<file path="config.mk">
export PLATFORM = sky130hd
export DESIGN_NAME = fb_line_fetcher
export DESIGN_NICKNAME = d
export VERILOG_FILES = /design/src/rtl/fbf_pkg.sv /design/src/rtl/fbf_datapath.sv /design/src/rtl/fbf_ctrl.sv /design/src/rtl/fb_line_fetcher.sv
export SDC_FILE = /design/constraint.sdc
export NUM_CORES = 1
export LEC_CHECK = 0
export BUFFER_PORTS_ARGS = -buffer_cell sky130_fd_sc_hd__buf_2
export CORE_UTILIZATION = 40
export CTS_BUF_LIST = sky130_fd_sc_hd__clkbuf_8 sky130_fd_sc_hd__clkbuf_16
export CTS_CLUSTER_SIZE = 28
export DETAILED_ROUTE_END_ITERATION = 6
export PLACE_DENSITY = 0.68
export SYNTH_ARGS = -nofsm -noshare
export SYNTH_HDL_FRONTEND = slang
export SYNTH_HIERARCHICAL = 1
export SYNTH_SLANG_ARGS = --single-unit
</file>
<file path="constraint.sdc">
create_clock -name clk -period 2.7 [get_ports clk]
set_clock_uncertainty 0.2 [all_clocks]
set_input_delay 0.405 -clock clk [delete_from_list [all_inputs] [get_ports clk]]
set_output_delay 0.405 -clock clk [all_outputs]
set_load 0.005 [all_outputs]
</file>
<file path="src/rtl/fbf_pkg.sv">
package fbf_pkg;

  typedef enum logic [1:0] {
    IL_A  = 2'd0,
    IL_AA = 2'd1,
    IL_AB = 2'd2,
    IL_BA = 2'd3
  } ilMode_e;

  typedef enum logic {
    ST_IDLE  = 1'b0,
    ST_FETCH = 1'b1
  } fetchState_e;

  // strobes from control to datapath
  typedef struct packed {
    logic loadFrame;
    logic startLine;
    logic advBurst;
  } fetchStrobe_t;

  localparam logic [1:0] CODE_BLANK = 2'd3;

endpackage

</file>
<file path="src/rtl/fbf_datapath.sv">
module fbf_datapath
  import fbf_pkg::*;
#(
  parameter int ADDR_W     = 32,
  parameter int LEN_W      = 16,
  parameter int WORD_BYTES = 8,
  parameter int BASE_WORDS = 4,
  parameter int WORDS_W    = 5
) (
  input  logic               clk,
  input  logic               rstN,
  input  fetchStrobe_t       strb,
  input  logic [ADDR_W-1:0]  baseA,
  input  logic [ADDR_W-1:0]  baseB,
  input  logic [ADDR_W-1:0]  stride,
  input  logic [1:0]         ilMode,
  input  logic [1:0]         burstCode,
  input  logic [LEN_W-1:0]   lineBytes,
  output logic [LEN_W-1:0]   lineBursts,
  output logic               lineBlank,
  output logic [ADDR_W-1:0]  rdAddr,
  output logic [WORDS_W-1:0] rdWords,
  output logic               lineSrc,
  output logic               blankLine,
  output logic               lineErr
);

  localparam int BASE_BYTES = WORD_BYTES * BASE_WORDS;
  localparam int BASE_SH    = $clog2(BASE_BYTES);

  ilMode_e mode;
  assign mode = ilMode_e'(ilMode);

  // burst arithmetic for the line about to start
  logic [LEN_W-1:0] burstBytesIn;
  logic [5:0]       shiftAmt;
  logic [LEN_W-1:0] fullBursts;
  logic             remNz;

  always_comb begin
    burstBytesIn = LEN_W'(BASE_BYTES) << burstCode;
    shiftAmt     = 6'(BASE_SH) + {4'd0, burstCode};
    fullBursts   = lineBytes >> shiftAmt;
    remNz        = |(lineBytes & (burstBytesIn - LEN_W'(1)));
    lineBursts   = fullBursts + LEN_W'(remNz);
    lineBlank    = (burstCode == CODE_BLANK);
  end

  // framebuffer selection: 0 = A, 1 = B
  logic sel;
  always_ff @(posedge clk or negedge rstN) begin
    if (!rstN) begin
      sel <= 1'b0;
    end else if (strb.loadFrame) begin
      sel <= (mode == IL_BA);
    end else if (strb.startLine && mode != IL_A) begin
      sel <= ~sel;
    end
  end

  // one line pointer per framebuffer
  logic [ADDR_W-1:0] ptr [2];
  for (genvar fb = 0; fb < 2; fb++) begin : g_ptr
    logic [ADDR_W-1:0] ptrQ;
    always_ff @(posedge clk or negedge rstN) begin
      if (!rstN) begin
        ptrQ <= '0;
      end else if (strb.loadFrame) begin
        ptrQ <= (fb == 0 || mode == IL_AA) ? baseA : baseB;
      end else if (strb.startLine && sel == 1'(fb)) begin
        ptrQ <= ptrQ + stride;
      end
    end
    assign ptr[fb] = ptrQ;
  end

  // per-line state
  logic [1:0]        lineCode;
  logic [ADDR_W-1:0] curAddr;
  logic [ADDR_W-1:0] addrStep;

  assign addrStep = ADDR_W'(BASE_BYTES) << lineCode;

  always_ff @(posedge clk or negedge rstN) begin
    if (!rstN) begin
      lineCode  <= '0;
      curAddr   <= '0;
      lineSrc   <= 1'b0;
      blankLine <= 1'b0;
      lineErr   <= 1'b0;
    end else if (strb.loadFrame) begin
      blankLine <= 1'b0;
      lineErr   <= 1'b0;
    end else if (strb.startLine) begin
      lineCode  <= burstCode;
      curAddr   <= ptr[sel];
      lineSrc   <= sel;
      blankLine <= lineBlank;
      lineErr   <= !lineBlank && remNz;
    end else if (strb.advBurst) begin
      curAddr <= curAddr + addrStep;
    end
  end

  assign rdAddr  = curAddr;
  assign rdWords = WORDS_W'(BASE_WORDS) << lineCode;

endmodule

</file>
<file path="src/rtl/fbf_ctrl.sv">
module fbf_ctrl
  import fbf_pkg::*;
#(
  parameter int LEN_W = 16
) (
  input  logic             clk,
  input  logic             rstN,
  input  logic             frameStart,
  input  logic             lineStart,
  input  logic [LEN_W-1:0] lineBursts,
  input  logic             lineBlank,
  input  logic             rdAck,
  output fetchStrobe_t     strb,
  output logic             rdReq,
  output logic             busy
);

  fetchState_e      state;
  logic [LEN_W-1:0] cnt;
  logic             goFetch;
  logic             lastAck;

  always_comb begin
    strb.loadFrame = frameStart;
    strb.startLine = lineStart && !frameStart && state == ST_IDLE;
    strb.advBurst  = state == ST_FETCH && rdAck && !frameStart;
    goFetch        = strb.startLine && !lineBlank && lineBursts != '0;
    lastAck        = strb.advBurst && cnt == LEN_W'(1);
  end

  always_ff @(posedge clk or negedge rstN) begin
    if (!rstN) begin
      state <= ST_IDLE;
      cnt   <= '0;
    end else if (frameStart) begin
      state <= ST_IDLE;
      cnt   <= '0;
    end else if (goFetch) begin
      state <= ST_FETCH;
      cnt   <= lineBursts;
    end else if (strb.advBurst) begin
      cnt <= cnt - LEN_W'(1);
      if (lastAck) state <= ST_IDLE;
    end
  end

  assign rdReq = (state == ST_FETCH);
  assign busy  = (state == ST_FETCH);

  // checker-side accounting of accepted bursts per line
  logic [LEN_W-1:0] ackSeen;
  logic [LEN_W-1:0] burstsExp;
  always_ff @(posedge clk or negedge rstN) begin
    if (!rstN) begin
      ackSeen   <= '0;
      burstsExp <= '0;
    end else if (strb.startLine) begin
      ackSeen   <= '0;
      burstsExp <= lineBursts;
    end else if (strb.advBurst) begin
      ackSeen <= ackSeen + LEN_W'(1);
    end
  end

  assert_req_hold_R9: assert property (@(posedge clk) disable iff (!rstN)
    rdReq && !rdAck && !frameStart |=> rdReq);

  assert_abort_R11: assert property (@(posedge clk) disable iff (!rstN)
    frameStart |=> !rdReq && !busy);

  assert_burst_count_R8: assert property (@(posedge clk) disable iff (!rstN)
    lastAck |-> ackSeen + LEN_W'(1) == burstsExp);

endmodule

</file>
<file path="src/rtl/fb_line_fetcher.sv">
module fb_line_fetcher
  import fbf_pkg::*;
#(
  parameter int ADDR_W     = 32,
  parameter int LEN_W      = 16,
  parameter int WORD_BYTES = 8,
  parameter int BASE_WORDS = 4,
  localparam int WORDS_W   = $clog2(BASE_WORDS) + 3
) (
  input  logic               clk,
  input  logic               rstN,
  input  logic               frameStart,
  input  logic               lineStart,
  input  logic [ADDR_W-1:0]  baseA,
  input  logic [ADDR_W-1:0]  baseB,
  input  logic [ADDR_W-1:0]  stride,
  input  logic [1:0]         ilMode,
  input  logic [1:0]         burstCode,
  input  logic [LEN_W-1:0]   lineBytes,
  output logic               rdReq,
  output logic [ADDR_W-1:0]  rdAddr,
  output logic [WORDS_W-1:0] rdWords,
  input  logic               rdAck,
  output logic               busy,
  output logic               lineSrc,
  output logic               blankLine,
  output logic               lineErr
);

  fetchStrobe_t     strb;
  logic [LEN_W-1:0] lineBursts;
  logic             lineBlank;

  fbf_ctrl #(.LEN_W(LEN_W)) u_ctrl (
    .clk        (clk),
    .rstN       (rstN),
    .frameStart (frameStart),
    .lineStart  (lineStart),
    .lineBursts (lineBursts),
    .lineBlank  (lineBlank),
    .rdAck      (rdAck),
    .strb       (strb),
    .rdReq      (rdReq),
    .busy       (busy)
  );

  fbf_datapath #(
    .ADDR_W     (ADDR_W),
    .LEN_W      (LEN_W),
    .WORD_BYTES (WORD_BYTES),
    .BASE_WORDS (BASE_WORDS),
    .WORDS_W    (WORDS_W)
  ) u_dp (
    .clk        (clk),
    .rstN       (rstN),
    .strb       (strb),
    .baseA      (baseA),
    .baseB      (baseB),
    .stride     (stride),
    .ilMode     (ilMode),
    .burstCode  (burstCode),
    .lineBytes  (lineBytes),
    .lineBursts (lineBursts),
    .lineBlank  (lineBlank),
    .rdAddr     (rdAddr),
    .rdWords    (rdWords),
    .lineSrc    (lineSrc),
    .blankLine  (blankLine),
    .lineErr    (lineErr)
  );

  assert_blank_no_req_R7: assert property (@(posedge clk) disable iff (!rstN)
    blankLine |-> !rdReq);

  assert_ignore_busy_start_R10: assert property (@(posedge clk) disable iff (!rstN)
    busy && lineStart && !frameStart |=> $stable(lineSrc) && $stable(lineErr));

  assert_addr_hold_R9: assert property (@(posedge clk) disable iff (!rstN)
    rdReq && !rdAck && !frameStart |=> $stable(rdAddr) && $stable(rdWords));

endmodule

</file>
==> results.md <==
* Die Span Y at 164.9 um
* Initial antenna violation count at 2
* Fin. max-slew vios at 0
* Max Root-Sink Buffers at 2
* Worst setup margin at -834.8 ps
* RR Startpoint: u_dp/g_ptr[1].ptrQ[0]
* Commonest register cell after synthesis: dfrtp_1
* Crit path launch type: input port
* EDFF count, synth at 0
* Final setup vio count at 44
* CP required at 2850 ps
* Syn avg cell area at 8.082 um^2
* Die Width at 164.9 um
* Synth Register Bits at 119
* Tmin final at 3535 ps
* Finished Layout Cells at 2069
* Max-slew headroom at 48.39%
* Row cnt at 59
* Wire length per cell at 18.68 um
* Largest net degree at the start of global routing at 139
* Synth-to-layout area growth at 46.37%
* Fillcell total at 2159
* Finished Cell Area at 15540 um^2
* Pre-antenna DRT Iters at 5
* Final period util at 130.9%
* Cell Pwr Density at 565.0 nW/um^2
* Total wire length at 38.64 mm
* Area of the core at 26060 um^2
* Mapped cell area at 10620 um^2
* Max-cap violations at 0
* H-tree depth at 4
* Clock root buffer: clkbuf_16
* Clk sink count at 119
* Top cells by area, synth: dfrtp_1 28%, ha_1 8.5%, nand2_1 6.5%, a21oi_1 5.6%, mux2i_1 5.5%
* Cells after synthesis at 1314
* Leak at 7.249 nW
* Failing checks: negative setup slack
* CTS buffer count at 17
* HP Class: in2reg
* Layout cells sized above 1 at 38.74%
* Fmax at 0.2829 GHz
* Syn. warnings at 6
* CTS clk-pin slew, worst paths at 70 ps
* Placed Area at 13650 um^2
* FF-to-FF setup slack at -480 ps
* Gr ovfl total at 0
* Actual slew at the worst max-slew pin at 766.1 ps
* Power Total at 0.008782 W
* Via Count at 12000
* Placed insts at 1997
* Worst EP arrival at 3690 ps
* Via density at 5.800
* Final hold vios at 0
* I/O pin total at 163
* GPL Wtd Cong at 0.9608
* Gr usage total at 27.65%
* # port buffers at 160
* Synth top area share at 28.04%
* Synth area leader: dfrtp_1
* Crit. End Element: flip-flop
* Drt drc at 0
* Outcome: complete, but fails checks
* HP Start: baseA[4]
* Seq/Total Area, Yosys at 28.04%
* Worst Hold Path Cells at 3
* Nets at 1915
* First-pass GRT wire length at 58.46 mm
* CP Max Fanout at 4
* Worst r2r dst: u_dp/g_ptr[1].ptrQ[24]
* Synth cell types at 85
* Clock Latency Late Sink at 440 ps
* Vias in the first global route at 11280
* RSZ-0062 raised after global routing: true
* R2R cell count at 14
* Maximum VDD drop at 0.3642 mV
* FFs w/ async S/R, synth at 100.0%
* Crit Path Category: in2reg
* Setup_tns at -17570 ps
* Antenna viol nets, final at 0
* DRT iter0 DRCs at 1052
* Die area at 27210 um^2
* Final Core Density at 59.65%
* CTS tree: done
* Initial core utilization at 40.75%
* Post-DP HPWL at 27.31 mm
* WHS Endpoint: u_dp/g_ptr[0].ptrQ[4]
==> synth_stat cells (all sizes together) (4+ instances only) <==
cell type    n
and2        10
mux2i       58
nor3b        5
and3        25
nand4       15
a21oi      121
o31ai       10
o21a        10
nor4        11
o21ai       95
nand3       31
nor3        36
nand2b      17
clkbuf      52
a221oi      20
ha          72
nor2        79
nand2      185
o22ai       10
and4         4
o21bai       8
or3         10
a21o        35
nor2b       18
a31oi       33
a211oi      29
a21boi       4
dfrtp      119
xnor2       40
xor2        28
or2          7
inv         32
mux2        13
buf         21
==> worst max-delay path, cell delays in order <==
cell and delay, ps:
buf_8 100, or2_4 250, ha_4 210, inv_2 40
a222oi_1 70, nand4_1 130, ha_2 220, buf_4 120
nand2_1 70, or3_4 410, nor3_4 160, nand2_2 120
xnor2_2 180, nor4_4 340, a41oi_2 180, or2_1 300
a41o_1 230, a211oi_2 170
==> worst max path at each step <==
| stage | startpoint | end | cells after the start |
|---|---|---|---|
| finish | burstCode[0] | u_ctrl/cnt[4] | 18 |
| global route | burstCode[0] | u_ctrl/cnt[4] | 18 |
| CTS | burstCode[0] | u_ctrl/cnt[4] | 19 |
| detailed placement | burstCode[0] | u_ctrl/cnt[4] | 19 |
| global placement | burstCode[0] | u_ctrl/cnt[4] | 19 |
| floorplan | burstCode[1] | u_ctrl/cnt[4] | 22 |
==> what timing repair did <==
item / CTS / global route
gates resized for setup: 100 / 106
cloned: 1 / 0
pin swaps: 62 / 72
setup buffers: 26 / 15
hold buffers: 2 / 0
endpoints found under the setup margin: 66 / 69
hold endpoints to repair: 29 / 0
==> metal layers <==
layer,routed length [um],vias to the layer above,global-route usage [%],part of all wire (%)
met5,0,-,0,0
met1,16900,5777,37.80,44
li1,-,5633,-,-
met4,1236,0,9.800,3.2
met3,2448,86,3.541,6.3
met2,18050,505,44.58,47
==> cells in the final DEF, fill, tap and decap left out, types with 13 or more instances in the layout <==
cell type	n
a21oi_2	19
xor2_1	27
dfrtp_1	116
buf_6	18
o21ai_1	23
nand2_1	181
and3_1	23
ha_4	21
a211oi_1	22
o21ai_0	60
mux2_2	13
nand3_1	23
clkbuf_16	17
ha_1	46
nand4_1	14
nand2b_1	14
a21o_1	35
inv_1	27
a31oi_1	27
buf_4	271
mux2i_1	58
buf_2	156
nor2_1	74
a221oi_1	18
a21oi_1	95
nor2b_1	13
xnor2_1	33
nor3_1	26
==> stage by stage <==
step	hold WS [ps]	setup WS, ps
floorplan	-90.59	-1458
global placement	193.2	-1143
detailed placement	198.3	-1236
CTS	4.988	-767.4
global route	18.38	-1008
finish	8.647	-834.8
==> flip-flops by register name, indices dropped and copies added (netlist names), 2 cells and up <==
signal           count
u_ctrl/cnt          16
u_dp/lineCode        2
u_dp/g_ptr.ptrQ     64
u_dp/rdAddr         32
==> power by group <==
part	switching [W]	leakage (nW)	internal, W
Combinational	0.00207	5.49	0.00204
Clock	0.000986	0.295	0.00141
Sequential	0.000248	1.46	0.00203
==> kinds of logic after synthesis <==
kind of cell	share of synthesized area, %
muxes	7.057
adders and majority gates	9.048
and+or+nand+nor	21.30
AOI/OAI and AO/OA	24.79
other	0.03531
DFF	28.04
xor gates and xnor gates	5.608
buffers and inverters	4.123
==> layout make-up <==
cell class                      instances  area, um^2  share of cell area, %
Multi-Input combinational cell       1095        8234                  52.97
Timing Repair Buffer                  454        3181                  20.46
Sequential cell                       119        2982                  19.18
Clock buffer                           18       439.2                  2.825
Tap cell                              335       419.2                  2.696
Clock inverter                         14       165.2                  1.062
Inverter                               32       120.1                 0.7727
Antenna cell                            2       5.005                0.03220
(Power assumes the default switching activity.)
